==> src/rtl/spi_bus_router.sv <==
module spi_bus_router #(
  parameter int CODE_W = 4,
  parameter int TRX_N = 2,
  parameter int AUX_N = 3,
  parameter logic [CODE_W-1:0] CONV_CODE = 4'h0,
  parameter logic [CODE_W-1:0] TRX_BASE = 4'h2,
  parameter logic [CODE_W-1:0] AUX_BASE = 4'h4
) (
  input  logic              clk,
  input  logic              rst_n,
  input  logic              x2_ce,
  input  logic              cpol,
  input  logic              m_sclk,
  input  logic              m_mosi,
  input  logic              m_cs_n,
  input  logic [CODE_W-1:0] m_code,
  output logic              m_miso,
  output logic              conv_sclk,
  output logic              conv_mosi,
  output logic              conv_cs_n,
  input  logic              conv_miso,
  output logic              trx_sclk,
  output logic              trx_mosi,
  output logic [TRX_N-1:0]  trx_cs_n,
  input  logic              trx_miso,
  output logic              aux_sclk,
  output logic              aux_mosi,
  output logic [AUX_N-1:0]  aux_cs_n,
  input  logic              aux_miso
);

  localparam logic [CODE_W-1:0] TRX_CNT = CODE_W'(TRX_N);
  localparam logic [CODE_W-1:0] AUX_CNT = CODE_W'(AUX_N);

  logic              s1_sclk, s1_mosi, s1_cs_n, s1_cpol;
  logic [CODE_W-1:0] s1_code, s2_code;
  logic              miso_s1;

  always_ff @(posedge clk) begin
    if (!rst_n) begin
      s1_sclk <= 1'b0;
      s1_mosi <= 1'b0;
      s1_cs_n <= 1'b1;
      s1_cpol <= 1'b0;
      s1_code <= '1;
    end else if (x2_ce) begin
      s1_sclk <= m_sclk;
      s1_mosi <= m_mosi;
      s1_cs_n <= m_cs_n;
      s1_cpol <= cpol;
      s1_code <= m_code;
    end
  end

  logic [CODE_W-1:0] trx_idx, aux_idx;
  logic              hit_conv, hit_trx, hit_aux;
  assign trx_idx  = s1_code - TRX_BASE;
  assign aux_idx  = s1_code - AUX_BASE;
  assign hit_conv = (s1_code == CONV_CODE);
  assign hit_trx  = (s1_code >= TRX_BASE) && (trx_idx < TRX_CNT);
  assign hit_aux  = (s1_code >= AUX_BASE) && (aux_idx < AUX_CNT);

  logic [TRX_N-1:0] trx_cs_d;
  logic [AUX_N-1:0] aux_cs_d;
  for (genvar i = 0; i < TRX_N; i++) begin : g_trx_sel
    assign trx_cs_d[i] = !(hit_trx && !s1_cs_n && trx_idx == CODE_W'(i));
  end
  for (genvar i = 0; i < AUX_N; i++) begin : g_aux_sel
    assign aux_cs_d[i] = !(hit_aux && !s1_cs_n && aux_idx == CODE_W'(i));
  end

  always_ff @(posedge clk) begin
    if (!rst_n) begin
      conv_sclk <= 1'b0;
      conv_mosi <= 1'b0;
      conv_cs_n <= 1'b1;
      trx_sclk  <= 1'b0;
      trx_mosi  <= 1'b0;
      trx_cs_n  <= '1;
      aux_sclk  <= 1'b0;
      aux_mosi  <= 1'b0;
      aux_cs_n  <= '1;
      s2_code   <= '1;
    end else if (x2_ce) begin
      conv_sclk <= hit_conv ? s1_sclk : s1_cpol;
      conv_mosi <= hit_conv & s1_mosi;
      conv_cs_n <= !(hit_conv && !s1_cs_n);
      trx_sclk  <= hit_trx ? s1_sclk : s1_cpol;
      trx_mosi  <= hit_trx & s1_mosi;
      trx_cs_n  <= trx_cs_d;
      aux_sclk  <= hit_aux ? s1_sclk : s1_cpol;
      aux_mosi  <= hit_aux & s1_mosi;
      aux_cs_n  <= aux_cs_d;
      s2_code   <= s1_code;
    end
  end

  logic [CODE_W-1:0] r_trx_idx, r_aux_idx;
  logic              miso_pick;
  assign r_trx_idx = s2_code - TRX_BASE;
  assign r_aux_idx = s2_code - AUX_BASE;
  always_comb begin
    if (s2_code == CONV_CODE)                               miso_pick = conv_miso;
    else if (s2_code >= TRX_BASE && r_trx_idx < TRX_CNT)    miso_pick = trx_miso;
    else if (s2_code >= AUX_BASE && r_aux_idx < AUX_CNT)    miso_pick = aux_miso;
    else                                                    miso_pick = 1'b0;
  end

  always_ff @(posedge clk) begin
    if (!rst_n) begin
      miso_s1 <= 1'b0;
      m_miso  <= 1'b0;
    end else if (x2_ce) begin
      miso_s1 <= miso_pick;
      m_miso  <= miso_s1;
    end
  end

  assert_hold_R8: assert property (@(posedge clk) disable iff (!rst_n)
    !x2_ce |=> $stable({conv_cs_n, trx_cs_n, aux_cs_n, conv_sclk, trx_sclk, aux_sclk, m_miso}));

  assert_single_select_R7: assert property (@(posedge clk) disable iff (!rst_n)
    $countones({~conv_cs_n, ~trx_cs_n, ~aux_cs_n}) <= 1);

  assert_idle_sclk_R6: assert property (@(posedge clk) disable iff (!rst_n)
    (x2_ce && !hit_trx) |=> (trx_sclk == $past(s1_cpol) && trx_cs_n == '1 && !trx_mosi));

  assert_miso_unknown_R9: assert property (@(posedge clk) disable iff (!rst_n)
    (x2_ce && s2_code > AUX_BASE + AUX_CNT - 1) |=> !miso_s1);

endmodule

==> config.mk <==
export PLATFORM = sky130hd
export DESIGN_NAME = spi_bus_router
export DESIGN_NICKNAME = d
export VERILOG_FILES = /design/src/rtl/spi_bus_router.sv
export SDC_FILE = /design/constraint.sdc
export NUM_CORES = 1
export LEC_CHECK = 0
export ABC_AREA = 1
export CAP_MARGIN = 30
export CORE_MARGIN = 4
export CORE_UTILIZATION = 52
export CTS_CLUSTER_DIAMETER = 200
export DETAILED_ROUTE_END_ITERATION = 8
export PLACE_DENSITY = 0.83
export SETUP_SLACK_MARGIN = 0.02
export SLEW_MARGIN = 15
export SYNTH_ARGS = -nofsm -noshare
export SYNTH_HDL_FRONTEND = slang
export SYNTH_SLANG_ARGS = --single-unit
==> constraint.sdc <==
create_clock -name clk -period 3.4 [get_ports clk]
set_input_delay 0.68 -clock clk [delete_from_list [all_inputs] [get_ports clk]]
set_output_delay 0.68 -clock clk [all_outputs]
set_load 0.02 [all_outputs]
==> impl_metrics.yaml <==
worst_setup_path:
  cp-start-kind: "input pin"
  crit_slowest_cell: "clkdlybuf4s50_1"
  crit_fanout: 23
  end_kind: "register"
  path_cells: "clkdlybuf4s50_1 -> buf_4 -> nand2_1 -> inv_1 -> nand4_1 -> a21oi_1"
  cp_top_family: "buffers and inverters"
  r2r_start: "s1_code[1]$_SDFFE_PN1P_"
  rr_endpoint: "trx_cs_n[0]$_SDFFE_PN1P_"
  max_stage_delay_ps: 880
  cp.required_ps: 3650
  cp_num_buf_inv: 3
  arrival_ps: 2280
  rr_worst_depth: 7
  critical_path_class: "input pin to register"
  r2r_setup_slack_ps: 1900
place:
  dp_hpwl_um: 1890
  gp_congestion: 0.926
  port_buffers: 26
  placedInstanceArea_sq_mm: 0.00141
power_and_ir_drop:
  peakVddDrop_mv: 0.206
  power.density_mw_per_mm2: 404
  leakagePower_nw: 0.665
clocking:
  insertion_delay_ps: 310
  path_clk_slew_ps: 130
  cts_setup_buffers: 0
  clock_sinks: 26
  cts-buffers-inserted: 3
  cts_resized: 0
  clock-root-buffer: "clkbuf_4"
  cts_tree: "built"
  h-tree-depth: 1
  holdBufCountCts: 0
  clockBufferDepth: 2
timing:
  slew_headroom_pct: 56.8
  setup_viol: 0
  whs_ps: 478
  hold_violations: 0
  max_freq_mhz: 492
  period_share_pct: 59.8
  min_period_ps: 2030
  drv_slew: 0
  fin_skew_ps: 5.83
  fin_setup_tns_ps: 0
  tightest_slew_ps: 646
  rsz0062_at_grt: "false"
synth:
  synthCells: 159
  syn_area_sq_mm: 0.00114
  avgSynthCellArea_sq_um: 7.20
  synth_top_family_by_area: "simple AND/OR/NAND/NOR gates"
  yosys.area_share.simple_pct: 27.1
  ys_seq_area_share_pct: 45.5
  synthXorXnorAreaFrac_pct: 0
  yosys.area.top_type: "dfxtp_1"
  post-synth-top-area-fraction_pct: 45.5
  syn_nets: 175
  synthMuxAreaShare_pct: 0
  ys_ff_latch: 26
  synth-compound-area-share_pct: 15.4
  netlist_top_cells_area: "dfxtp_1 (45%), nand2_1 (11%), o21ai_0 (7.0%)"
  yosysUniqueCellTypes: 19
  synthAdderAreaFrac_pct: 2.19
  ys_warn_count: 0
route:
  first_iter_violations: 34
  antenna_violating_nets_post_route: 0
  drt_first_pass_iters: 4
  drc: 0
  vias: 1104
  vias_per_cell: 5.26
  drt_wl_total_um: 2540
  wl_per_cell_um: 12.1
layout:
  drive_gt1_share_pct: 7.10
  fin_nets: 200
  n_fill_cell: 168
  design_area_sq_mm: 0.00144
  area_delta_synth_final_pct: 25.9
  utilization_pct: 71.3
  n_antenna_cell: 0
floorplanning:
  core_sq_mm: 0.00202
  rows: 16
  start_util_pct: 56.6
  die_area_sq_mm: 0.00302
  die_h_um: 54.9
  io_pins: 27
  die_w_um: 54.9
job:
  max-cap-violations: 0
global_routing:
  grt_pass1_wl_um: 4410
  grt_pass1_vias: 1066
  gr-total-overflow: 0
  antenna_found_initial: 0
  grtUsageTotal_pct: 19.6
  grt_max_degree: 24
worst_hold_path:
  min_path_cells: 2
  whs_endpoint: "trx_mosi$_SDFFE_PN0P_"
  min_from: "trx_mosi$_SDFFE_PN0P_"
  min_path_type: "register to register"
outcome:
  outcome: "completed"
-- final cells by class --
cell class              instances  area (sq um)  area share [%]
clock buffers                   4          36.3            2.52
repair buffers                 27           268            18.6
well taps                      27          33.8            2.34
multi-input cells             107           512            35.5
flip-flops and latches         26           520            36.1
inverters                      19          71.3            4.95
-- tightest hold or removal path, stage by stage (launching register included) --
cell and delay (ps):
dfxtp_1 330, nand2_1 60, a21oi_1 60
-- metrics by stage --
| stage | power (mW) | instances | worst slack (ps) |
|---|---|---|---|
| global placement | 0.433 | 206 | 1100 |
| CTS | 0.585 | 210 | 1370 |
| detailed placement | 0.437 | 206 | 1040 |
| floorplan | 0.398 | 159 | 2080 |
| global route | 0.615 | 210 | 1220 |
| finish | 0.582 | 210 | 1370 |
-- kinds of logic (layout without fill, tap and decap cells) --
logic type               Yosys count  in the layout
AND/OR/NAND/NOR                   72             72
AO/OA/AOI/OAI                     33             33
flip-flops                        26             26
buffers and inverters             26             50
adder cells (fa/ha/maj)            2              2
-- Yosys cell counts --
library cell   n
nand2_1       34
dfxtp_1       26
nor2_1        18
inv_1         17
o21ai_0       16
a21oi_1       13
nand3_1       11
nand4_1        5
buf_2          3
buf_4          3
ha_1           2
inv_2          2
nand2_2        2
o21ai_2        2
clkbuf_1       1
nand3_2        1
nor2_2         1
o211ai_1       1
o22ai_1        1
-- registers in the layout, summed over array words and instances, names as in the netlist --
name	cells
aux_cs_n	3
aux_mosi	1
aux_sclk	1
conv_cs_n	1
conv_mosi	1
conv_sclk	1
m_miso	1
miso_s1	1
s1_code	4
s1_cpol	1
s1_cs_n	1
s1_mosi	1
s1_sclk	1
s2_code	4
trx_cs_n	2
trx_mosi	1
trx_sclk	1
-- layer usage --
| layer | track usage, % | vias to the layer above | routed length, um |
|---|---|---|---|
| li1 | - | 566 | - |
| met1 | 25.7 | 491 | 1140 |
| met2 | 33.3 | 45 | 1220 |
| met3 | 3.75 | 2 | 171 |
| met4 | 4.05 | 0 | 5 |
| met5 | 0 | - | 0 |
-- worst max-delay path by stage --
| stage | start | to | slack [ps] | cells past startpoint |
|---|---|---|---|---|
| 6_report | x2_ce | trx_mosi$_SDFFE_PN0P_ | 1370 | 6 |
| 5_1_grt | x2_ce | conv_mosi$_SDFFE_PN0P_ | 1220 | 6 |
| 4_1_cts | x2_ce | trx_mosi$_SDFFE_PN0P_ | 1370 | 6 |
| 3_5_place_dp | x2_ce | trx_mosi$_SDFFE_PN0P_ | 1040 | 6 |
| 3_3_place_gp | x2_ce | trx_mosi$_SDFFE_PN0P_ | 1100 | 6 |
| 2_1_floorplan | x2_ce | trx_cs_n[1]$_SDFFE_PN1P_ | 2080 | 4 |
-- cell usage in the layout (no fill, tap or decap), types with 2 or more instances in the layout --
master	n
o21ai_0	16
dfxtp_1	26
nand4_1	5
clkdlybuf4s50_1	26
ha_1	2
nand2_1	34
a21oi_1	13
o21ai_2	2
clkbuf_4	3
inv_1	17
nand2_2	2
inv_2	2
nand3_1	11
nor2_1	18
-- where the power goes --
group | switching, mW | internal (mW) | leakage (nW)
combinational | 0.0545 | 0.0427 | 0.429
clock | 0.0861 | 0.0654 | 0.0210
sequential | 0.0122 | 0.321 | 0.215
Note: power is estimated with default switching activity, not from simulation.
